[config.mk]
export PLATFORM = sky130hd
export DESIGN_NAME = i2c_rx_hold
export DESIGN_NICKNAME = d
export VERILOG_FILES = /design/src/rtl/i2c_rx_pkg.sv /design/src/rtl/i2c_rx_sync.sv /design/src/rtl/i2c_rx_shift.sv /design/src/rtl/i2c_rx_ctrl.sv /design/src/rtl/i2c_rx_hold.sv
export SDC_FILE = /design/constraint.sdc
export NUM_CORES = 1
export LEC_CHECK = 0
export ABC_AREA = 1
export CAP_MARGIN = 5
export CORE_MARGIN = 2
export CORE_UTILIZATION = 40
export CTS_CLUSTER_SIZE = 40
export DETAILED_ROUTE_END_ITERATION = 12
export PLACE_DENSITY = 0.7
export SLEW_MARGIN = 5
export SYNTH_ARGS = -nofsm -noshare
export SYNTH_HDL_FRONTEND = slang
export SYNTH_SLANG_ARGS = --single-unit
[constraint.sdc]
create_clock -name clk_i -period 2.16 [get_ports clk_i]
set_clock_uncertainty 0.2 [all_clocks]
set_input_delay 0.432 -clock clk_i [delete_from_list [all_inputs] [get_ports clk_i]]
set_output_delay 0.432 -clock clk_i [all_outputs]
set_load 0.01 [all_outputs]
[src/rtl/i2c_rx_pkg.sv]
package i2c_rx_pkg;
  localparam int unsigned BYTE_W = 8;
  localparam int unsigned ADDR_W = BYTE_W - 1;

  typedef enum logic [2:0] {
    ST_IDLE,
    ST_RECV,
    ST_HOLD8,
    ST_ACK,
    ST_HOLD9,
    ST_SKIP
  } rx_state_e;
endpackage

[src/rtl/i2c_rx_sync.sv]
module i2c_rx_sync #(
  parameter int unsigned STAGES = 2
) (
  input  logic clk_i,
  input  logic rst_ni,
  input  logic scl_i,
  input  logic sda_i,
  output logic scl_rise_o,
  output logic scl_fall_o,
  output logic start_o,
  output logic stop_o
);
  logic [STAGES-1:0] scl_q, sda_q;
  logic scl_d, sda_d, scl_s, sda_s;

  always_ff @(posedge clk_i or negedge rst_ni) begin
    if (!rst_ni) begin
      scl_q <= '1;
      sda_q <= '1;
      scl_d <= 1'b1;
      sda_d <= 1'b1;
    end else begin
      scl_q <= {scl_q[STAGES-2:0], scl_i};
      sda_q <= {sda_q[STAGES-2:0], sda_i};
      scl_d <= scl_s;
      sda_d <= sda_s;
    end
  end

  assign scl_s      = scl_q[STAGES-1];
  assign sda_s      = sda_q[STAGES-1];
  assign scl_rise_o = scl_s & ~scl_d;
  assign scl_fall_o = ~scl_s & scl_d;
  // SDA edges only count as conditions while SCL is steadily high
  assign start_o    = scl_s & scl_d & sda_d & ~sda_s;
  assign stop_o     = scl_s & scl_d & ~sda_d & sda_s;
endmodule

[src/rtl/i2c_rx_shift.sv]
module i2c_rx_shift #(
  parameter int unsigned BYTE_W = 8
) (
  input  logic              clk_i,
  input  logic              rst_ni,
  input  logic              clear_i,
  input  logic              sda_i,
  input  logic              scl_rise_i,
  input  logic              scl_fall_i,
  output logic [BYTE_W-1:0] byte_o,
  output logic              done_o
);
  localparam int unsigned CNT_W = $clog2(BYTE_W + 1);
  localparam logic [CNT_W-1:0] CNT_FULL = CNT_W'(BYTE_W);

  logic [CNT_W-1:0]  cnt_q;
  logic [BYTE_W-1:0] sh_q;

  always_ff @(posedge clk_i or negedge rst_ni) begin
    if (!rst_ni) begin
      cnt_q <= '0;
      sh_q  <= '0;
    end else if (clear_i) begin
      cnt_q <= '0;
    end else if (scl_rise_i && cnt_q != CNT_FULL) begin
      cnt_q <= cnt_q + 1'b1;
      sh_q  <= {sh_q[BYTE_W-2:0], sda_i};
    end
  end

  assign byte_o = sh_q;
  assign done_o = scl_fall_i && (cnt_q == CNT_FULL);
endmodule

[src/rtl/i2c_rx_ctrl.sv]
module i2c_rx_ctrl
  import i2c_rx_pkg::*;
(
  input  logic              clk_i,
  input  logic              rst_ni,
  input  logic              scl_fall_i,
  input  logic              start_i,
  input  logic              stop_i,
  input  logic              done_i,
  input  logic [BYTE_W-1:0] rx_byte_i,
  input  logic [ADDR_W-1:0] own_addr_i,
  input  logic              addr_hold_en_i,
  input  logic              data_hold_en_i,
  input  logic              stretch_en_i,
  input  logic              buf_ovr_en_i,
  input  logic              start_irq_en_i,
  input  logic              stop_irq_en_i,
  input  logic              ack_data_i,
  input  logic              release_i,
  input  logic              rd_buf_i,
  input  logic              irq_clr_i,
  input  logic              ovf_clr_i,
  output logic              next_byte_o,
  output logic              scl_oe_o,
  output logic              sda_oe_o,
  output logic [BYTE_W-1:0] rx_data_o,
  output logic              buf_full_o,
  output logic              ovf_o,
  output logic              irq_o,
  output logic              clk_rel_o,
  output logic              ack_time_o,
  output logic              start_seen_o,
  output logic              stop_seen_o
);
  rx_state_e state_q, state_d;
  logic addr_ph_q, addr_ph_d;
  logic ack_q, ack_d;
  logic load, ovf_set, irq_set, rel_clr, at_set, at_clr;
  logic addr_match, accept, hold_sel;

  logic [BYTE_W-1:0] data_q;
  logic full_q, ovf_q, irq_q, rel_q, at_q, sseen_q, pseen_q;

  assign addr_match = (rx_byte_i == {own_addr_i, 1'b0});
  assign accept     = !ovf_q && (!full_q || buf_ovr_en_i);
  assign hold_sel   = addr_ph_q ? addr_hold_en_i : data_hold_en_i;

  always_comb begin
    state_d     = state_q;
    addr_ph_d   = addr_ph_q;
    ack_d       = ack_q;
    load        = 1'b0;
    ovf_set     = 1'b0;
    irq_set     = 1'b0;
    rel_clr     = 1'b0;
    at_set      = 1'b0;
    at_clr      = 1'b0;
    next_byte_o = 1'b0;
    if (stop_i) begin
      state_d = ST_IDLE;
      at_clr  = 1'b1;
      irq_set = stop_irq_en_i;
    end else if (start_i) begin
      state_d     = ST_RECV;
      addr_ph_d   = 1'b1;
      next_byte_o = 1'b1;
      at_clr      = 1'b1;
      irq_set     = start_irq_en_i;
    end else begin
      unique case (state_q)
        ST_RECV: begin
          if (done_i) begin
            if (addr_ph_q && !addr_match) begin
              state_d = ST_SKIP;
            end else begin
              load    = accept;
              ovf_set = !accept && full_q && !buf_ovr_en_i;
              if (accept && hold_sel) begin
                state_d = ST_HOLD8;
                irq_set = 1'b1;
                at_set  = 1'b1;
                rel_clr = 1'b1;
              end else begin
                state_d = ST_ACK;
                ack_d   = accept;
              end
            end
          end
        end
        ST_HOLD8: begin
          if (rel_q) begin
            state_d = ST_ACK;
            ack_d   = !ack_data_i;
          end
        end
        ST_ACK: begin
          if (scl_fall_i) begin
            at_clr = 1'b1;
            if (ack_q) begin
              irq_set     = 1'b1;
              addr_ph_d   = 1'b0;
              next_byte_o = 1'b1;
              if (stretch_en_i) begin
                state_d = ST_HOLD9;
                rel_clr = 1'b1;
              end else begin
                state_d = ST_RECV;
              end
            end else begin
              state_d = ST_SKIP;
            end
          end
        end
        ST_HOLD9: if (rel_q) state_d = ST_RECV;
        default: ;
      endcase
    end
  end

  always_ff @(posedge clk_i or negedge rst_ni) begin
    if (!rst_ni) begin
      state_q   <= ST_IDLE;
      addr_ph_q <= 1'b1;
      ack_q     <= 1'b0;
      data_q    <= '0;
      full_q    <= 1'b0;
      ovf_q     <= 1'b0;
      irq_q     <= 1'b0;
      rel_q     <= 1'b1;
      at_q      <= 1'b0;
      sseen_q   <= 1'b0;
      pseen_q   <= 1'b0;
    end else begin
      state_q   <= state_d;
      addr_ph_q <= addr_ph_d;
      ack_q     <= ack_d;
      if (load) data_q <= rx_byte_i;
      if (load) full_q <= 1'b1;
      else if (rd_buf_i) full_q <= 1'b0;
      if (ovf_set) ovf_q <= 1'b1;
      else if (ovf_clr_i) ovf_q <= 1'b0;
      if (irq_set) irq_q <= 1'b1;
      else if (irq_clr_i) irq_q <= 1'b0;
      if (rel_clr) rel_q <= 1'b0;
      else if (release_i) rel_q <= 1'b1;
      if (at_set) at_q <= 1'b1;
      else if (at_clr) at_q <= 1'b0;
      if (stop_i) begin
        pseen_q <= 1'b1;
        sseen_q <= 1'b0;
      end else if (start_i) begin
        sseen_q <= 1'b1;
        pseen_q <= 1'b0;
      end
    end
  end

  assign scl_oe_o     = (state_q == ST_HOLD8) || (state_q == ST_HOLD9);
  assign sda_oe_o     = (state_q == ST_ACK) && ack_q;
  assign rx_data_o    = data_q;
  assign buf_full_o   = full_q;
  assign ovf_o        = ovf_q;
  assign irq_o        = irq_q;
  assign clk_rel_o    = rel_q;
  assign ack_time_o   = at_q;
  assign start_seen_o = sseen_q;
  assign stop_seen_o  = pseen_q;
endmodule

[src/rtl/i2c_rx_hold.sv]
module i2c_rx_hold
  import i2c_rx_pkg::*;
#(
  parameter int unsigned SYNC_STAGES = 2
) (
  input  logic              clk_i,
  input  logic              rst_ni,
  input  logic              scl_i,
  input  logic              sda_i,
  output logic              scl_oe_o,
  output logic              sda_oe_o,
  input  logic [ADDR_W-1:0] own_addr_i,
  input  logic              addr_hold_en_i,
  input  logic              data_hold_en_i,
  input  logic              stretch_en_i,
  input  logic              buf_ovr_en_i,
  input  logic              start_irq_en_i,
  input  logic              stop_irq_en_i,
  input  logic              ack_data_i,
  input  logic              release_i,
  input  logic              rd_buf_i,
  input  logic              irq_clr_i,
  input  logic              ovf_clr_i,
  output logic [BYTE_W-1:0] rx_data_o,
  output logic              buf_full_o,
  output logic              ovf_o,
  output logic              irq_o,
  output logic              clk_rel_o,
  output logic              ack_time_o,
  output logic              start_seen_o,
  output logic              stop_seen_o
);
  logic scl_rise, scl_fall, start_ev, stop_ev, done, next_byte;
  logic [BYTE_W-1:0] rx_byte;

  i2c_rx_sync #(.STAGES(SYNC_STAGES)) i_sync (
    .clk_i      (clk_i),
    .rst_ni     (rst_ni),
    .scl_i      (scl_i),
    .sda_i      (sda_i),
    .scl_rise_o (scl_rise),
    .scl_fall_o (scl_fall),
    .start_o    (start_ev),
    .stop_o     (stop_ev)
  );

  i2c_rx_shift #(.BYTE_W(BYTE_W)) i_shift (
    .clk_i      (clk_i),
    .rst_ni     (rst_ni),
    .clear_i    (next_byte),
    .sda_i      (sda_i),
    .scl_rise_i (scl_rise),
    .scl_fall_i (scl_fall),
    .byte_o     (rx_byte),
    .done_o     (done)
  );

  i2c_rx_ctrl i_ctrl (
    .clk_i          (clk_i),
    .rst_ni         (rst_ni),
    .scl_fall_i     (scl_fall),
    .start_i        (start_ev),
    .stop_i         (stop_ev),
    .done_i         (done),
    .rx_byte_i      (rx_byte),
    .own_addr_i     (own_addr_i),
    .addr_hold_en_i (addr_hold_en_i),
    .data_hold_en_i (data_hold_en_i),
    .stretch_en_i   (stretch_en_i),
    .buf_ovr_en_i   (buf_ovr_en_i),
    .start_irq_en_i (start_irq_en_i),
    .stop_irq_en_i  (stop_irq_en_i),
    .ack_data_i     (ack_data_i),
    .release_i      (release_i),
    .rd_buf_i       (rd_buf_i),
    .irq_clr_i      (irq_clr_i),
    .ovf_clr_i      (ovf_clr_i),
    .next_byte_o    (next_byte),
    .scl_oe_o       (scl_oe_o),
    .sda_oe_o       (sda_oe_o),
    .rx_data_o      (rx_data_o),
    .buf_full_o     (buf_full_o),
    .ovf_o          (ovf_o),
    .irq_o          (irq_o),
    .clk_rel_o      (clk_rel_o),
    .ack_time_o     (ack_time_o),
    .start_seen_o   (start_seen_o),
    .stop_seen_o    (stop_seen_o)
  );
endmodule

# Word level (Yosys, flattened, before mapping)
# Cells that the tools add are included.
# word_totals
regBits	38
wordCells	150
# classes
add_sub_neg	1
n_eq_ne	15
muxes	71
bitwise_logic	14
reduce_logical	32
# op_table
operator	n
2-to-1 mux 1 bit	56
2-to-1 mux 3 bit	9
nonzero test 2 bit	11
case mux 3 bit (4 select lines)	1
== test 8 bit	1
logical AND 1 bit	8
2-to-1 mux 4 bit	2
!= test 4 x 1 -> 1 bit, second input constant	2
!= test 4 x 2 -> 1 bit, second input constant	2
AND 1 bit	7
inverter 1 bit	7
AND reduction 7 bit	1
== test 3 x 2 -> 1 bit, second input constant	2
zero test 1 bit	6
!= test 2 bit, second input constant	3
case mux 1 bit (2 select lines)	3
nonzero test 6 bit	1
AND reduction 5 bit	1
adder 4 x 1 -> 4 bit, second input constant	1
== test 4 bit, second input constant	1
!= test 4 bit, second input constant	1
AND reduction 4 bit	1
== test 3 x 1 -> 1 bit, second input constant	1
== test 3 bit, second input constant	1
3 further kinds	4

# Longest topological paths before layout
# logic_depth
depth_word	12
depth_mapped	12
depth_no_buf	12

# Hierarchy
# From an unflattened synthesis, not the netlist that was laid out.
# hier_totals
hier_cells	254
area_unflattened_um2	2015.7
# modules_own_cells
module	instances	cells_each	area_per_inst_um2	seq_area_each_um2
i2c_rx_ctrl	1	171	1227.4	503.0
i2c_rx_shift	1	66	589.3	300.3
i2c_rx_sync	1	17	198.9	157.7

# Worst setup path before layout
# No wires, ideal clock.
# synth_path
path_type	register to register
from	reg i_shift.cnt_q[0]
to	reg i_ctrl.data_q[7] (netlist: i_ctrl.rx_data_o[7])
setup_time_ns	0.117
arrival_ns	1.356
setup_slack_ns	0.488
stages_incl_launch_ff	11
path_buffers	1
synth_period_minus_slack_ns	1.672
cell_sequence	dfrtp_1 -> inv_1 -> ha_1 -> nand3b_1 -> nor2_1 -> nand2_2 -> nor2_2 -> nand2_2 -> buf_6 -> nand2_2 -> o21ai_2
# synth_between
elab_chain_len	6
# synth_lines
element	line	rtl
start: declaration	i2c_rx_shift.sv:16	logic [CNT_W-1:0] cnt_q;
start signal: assignment	i2c_rx_shift.sv:26	cnt_q <= cnt_q + 1'b1;
== test 4 bit	i2c_rx_shift.sv:32	assign done_o = scl_fall_i && (cnt_q == CNT_FULL);
logical AND 1 bit	i2c_rx_shift.sv:32	
2-to-1 mux 1 bit	i2c_rx_ctrl.sv:72	if (done_i) begin
2-to-1 mux 1 bit	i2c_rx_ctrl.sv:70	unique case (state_q)
2-to-1 mux 1 bit	i2c_rx_ctrl.sv:63	end else if (start_i) begin
2-to-1 mux 1 bit	i2c_rx_ctrl.sv:59	if (stop_i) begin
end signal: assignment	i2c_rx_ctrl.sv:137	if (load) data_q <= rx_byte_i;
end: declaration	i2c_rx_ctrl.sv:41	logic [BYTE_W-1:0] data_q;
# No other way between the ends.
# A chain may end at the register's enable or synchronous reset.

# Final worst setup path
# layout_path
from	reg i_ctrl.rel_q (netlist: i_ctrl.clk_rel_o)
to	out clk_rel_o
# layout_lines
element	line	rtl
start: declaration	i2c_rx_ctrl.sv:42	logic full_q, ovf_q, irq_q, rel_q, at_q, sseen_q, pseen_q;
start signal: assignment	i2c_rx_ctrl.sv:129	rel_q <= 1'b1;
start signal: assignment	i2c_rx_ctrl.sv:144	if (rel_clr) rel_q <= 1'b0;
start signal: assignment	i2c_rx_ctrl.sv:145	else if (release_i) rel_q <= 1'b1;
end: declaration	i2c_rx_hold.sv:28	output logic clk_rel_o,
# No word-level cell between the ends.

==> impl_metrics.env <==
export IMPL_status="finished, final reports clean"
export IMPL_drive_above_1_share=0.189
export IMPL_p_comb_frac=0.339
export IMPL_worstPathArrival_ns=1.40
export IMPL_clockBufferDepth=2
export IMPL_slew_violations=0
export IMPL_sw_frac_of_total=0.354
export IMPL_wire_per_inst_um=11.4
export IMPL_setup_ws_ns=0.132
export IMPL_worst_slew_pin_slew_ns=0.244
export IMPL_clk_pin_slew_ns=0.07
export IMPL_dr_pass1_iters=4
export IMPL_cts_root_buffer="clkbuf_8"
export IMPL_pwr_share_seq=0.421
export IMPL_io_buffers=38
export IMPL_path_max_fanout=4
export IMPL_die_h_um=72.5
export IMPL_synth_compound_area_share=0.107
export IMPL_maxCapViolations=0
export IMPL_hold_viol=0
export IMPL_cp_depth=1
export IMPL_intPower_mw=1.57
export IMPL_dp_hpwl_um=2790
export IMPL_holdCritStartpoint="i_sync.scl_q[0]$_DFF_PN1_"
export IMPL_endpoint_kind="output pin"
export IMPL_area_delta_synth_final_pct=32.6
export IMPL_drc=0
export IMPL_r2r_end="i_ctrl.rx_data_o[0]$_DFFE_PN0P_"
export IMPL_netSwitchingPower_uw=861
export IMPL_seq_area_frac_synth=0.511
export IMPL_dp_cells=318
export IMPL_grt_pass1_vias=1508
export IMPL_gp_congestion=0.854
export IMPL_path_buf_inv=1
export IMPL_worstSetupPathType="flip-flop to output pin"
export IMPL_stdcell_count=327
export IMPL_synth_cell_types=28
export IMPL_num_vias=1567
export IMPL_synthesis_nets=248
export IMPL_pre_cts_slack_ns=0.0240
export IMPL_power_leakage_nw=1.21
export IMPL_io_pins=39
export IMPL_hp_class="flip-flop to flip-flop"
export IMPL_cts_buffers_inserted=5
export IMPL_antenna_found_initial=0
export IMPL_critPathRequiredTime_ns=1.53
export IMPL_fp_dieW_um=72.5
export IMPL_clock_sinks=38
export IMPL_ys_ff_latch=38
export IMPL_cp_top_family="flip-flops"
export IMPL_synth_area_um2=1880
export IMPL_crit_chain="clkdlybuf4s50_1"
export IMPL_critPathLaunchType="flip-flop"
export IMPL_start_util=0.423
export IMPL_synth_area_top_cells="dfrtp_1 40%, nand2_1 13%, dfstp_2 11%"
export IMPL_core_um2=4440
export IMPL_dieArea_um2=5260
export IMPL_yosys_top_cells_count="67 x nand2_1, 30 x dfrtp_1, 28 x inv_1, 16 x nor2_1, 14 x o21ai_0"
export IMPL_synthesis_instances=224
export IMPL_antennaDiodeCount=0
export IMPL_fmax_ghz=0.493
export IMPL_synth_edf_count=0
export IMPL_grt_first_pass_wirelength_um=6380
export IMPL_synth_top_family_by_area="simple AND/OR/NAND/NOR gates"
export IMPL_relSlewSlack=0.837
export IMPL_cts_tree="built"
export IMPL_yosysMostFrequentCell="nand2_1"
export IMPL_drtIter0Drc=76
export IMPL_min_period_over_period=0.939
export IMPL_synth_top_area_frac=0.399
export IMPL_ys_flop_type="dfrtp_1"
export IMPL_synthMuxAreaShare=0
export IMPL_grt_max_degree=39
export IMPL_rsz0062_at_grt="false"
export IMPL_clkPwrFrac=0.240
export IMPL_synthArstFlopShare=1.00
export IMPL_antenna_left=0
export IMPL_cts_setup_buffers=0
export IMPL_avgViaCountPerCell=4.79
export IMPL_hold_depth=0
export IMPL_rr_startpoint="i_shift.cnt_q[0]$_DFFE_PN0P_"
export IMPL_cts_htree_levels=2
export IMPL_yosys_area_share_simple=0.267
export IMPL_cellPowerDensity_nw_per_um2=976
export IMPL_holdWs_ns=0.156
export IMPL_setup_tns_final_ns=0
export IMPL_timing_reg2reg_worst_path_depth=10
export IMPL_avgSynthCellArea_um2=8.39
export IMPL_critPathMaxStageDelay_ns=0.57
export IMPL_yosysWarnings=0
export IMPL_crit_slowest_cell="dfstp_2"
export IMPL_finalSetupViolCount=0
export IMPL_r2r_slack_ns=0.36
export IMPL_synthAdderAreaFrac=0.0133
export IMPL_grtUsageTotal=0.157
export IMPL_synth_area_leader_cell="dfrtp_1"
export IMPL_grt_ovfl_total=0
export IMPL_period_needed_ns=2.03
export IMPL_insertion_delay_ns=0.29
export IMPL_ir_worst_vdd_mv=0.414
export IMPL_finalWirelength_um=3730
export IMPL_min_to="i_sync.scl_q[1]$_DFF_PN1_"
export IMPL_fin_nets=298
export IMPL_row_count=24
export IMPL_synthXorXnorAreaFrac=0.0233
-- area by class of cell --
class | count | area [um^2]
Sequential cell | 38 | 963
Timing Repair Buffer | 45 | 453
Clock buffer | 7 | 76.3
Multi-Input combinational cell | 149 | 772
Inverter | 35 | 131
Clock inverter | 1 | 30.0
Tap cell | 52 | 65.1
Fill cell | 401 | 1950
-- stage by stage --
| step | utilization | power [mW] | instance area (um^2) |
|---|---|---|---|
| after floorplan | - | 1.58 | 1880 |
| after global placement | 0.534 | 1.85 | 2370 |
| after detailed placement | 0.534 | 1.87 | 2370 |
| after CTS | 0.561 | 2.46 | 2490 |
| after global routing | 0.561 | 2.61 | 2490 |
| final | 0.561 | 2.43 | 2490 |
-- cells in the final DEF, fill, tap and decap left out, types with 2 or more instances in the layout --
cell type and instances:
nand2_1 67, clkdlybuf4s50_1 35, inv_1 28, dfrtp_1 28
nor2_1 16, o21ai_0 14, o21ai_2 9, nand3_1 8
dfstp_2 8, inv_2 7, nand2_2 6, clkbuf_8 5
a21oi_1 4, buf_4 4, xnor2_1 3, nand4_1 3
nor3_1 3, o21ai_1 3, xor2_1 2, ha_1 2
clkbuf_1 2, dfrtp_2 2, dlygate4sd2_1 2, buf_12 2
-- layer usage --
layer / vias up / share of wire / GRT usage
li1: 802 / - / -
met3: 5 / 0.058 / 0.0417
met5: - / 0 / 0
met1: 717 / 0.44 / 0.193
met4: 0 / 0.016 / 0.0700
met2: 43 / 0.49 / 0.259
-- state kept, by name, summed over array words and instances (netlist names) --
signal               cells
i_ctrl.stop_seen_o       1
i_ctrl.ovf_o             1
i_sync.scl_q             2
i_shift.byte_o           8
i_ctrl.ack_q             1
i_ctrl.state_q           3
i_shift.cnt_q            4
i_sync.scl_d             1
i_ctrl.rx_data_o         8
i_ctrl.addr_ph_q         1
i_sync.sda_q             2
i_sync.sda_d             1
i_ctrl.ack_time_o        1
i_ctrl.clk_rel_o         1
i_ctrl.buf_full_o        1
i_ctrl.irq_o             1
i_ctrl.start_seen_o      1
-- timing repair --
item,CTS,global route
gates resized for setup,4,0
hold endpoints to repair,30,0
endpoints found under the setup margin,2,0
hold buffers,1,0
-- worst max path at each step --
stage,startpoint,end
floorplan,i_shift.cnt_q[0]$_DFFE_PN0P_,i_ctrl.rx_data_o[7]$_DFFE_PN0P_
global placement,own_addr_i[2],i_ctrl.rx_data_o[0]$_DFFE_PN0P_
detailed placement,own_addr_i[2],i_ctrl.rx_data_o[0]$_DFFE_PN0P_
CTS,i_ctrl.clk_rel_o$_DFFE_PN1P_,clk_rel_o
global route,i_ctrl.state_q[0]$_DFFE_PN0P_,scl_oe_o
finish,i_ctrl.clk_rel_o$_DFFE_PN1P_,clk_rel_o
-- power by group through the flow --
stage / clock network [mW] / logic [mW] / registers [mW]
final: 0.583 / 0.824 / 1.02
after global routing: 0.635 / 0.931 / 1.05
after CTS: 0.601 / 0.831 / 1.02
after detailed placement: 0 / 0.834 / 1.03
after global placement: 0 / 0.823 / 1.03
after floorplan: 0 / 0.574 / 1.01
-- cell families (layout without fill, tap and decap cells) --
kind of cell / after synthesis / in the layout
flip-flops: 38 / 38
AND/OR/NAND/NOR: 110 / 110
adder cells (fa/ha/maj): 2 / 2
AO/OA/AOI/OAI: 32 / 32
XOR/XNOR: 5 / 5
buffers and inverters: 37 / 88
No activity file was read; power rests on OpenSTA's default activity.
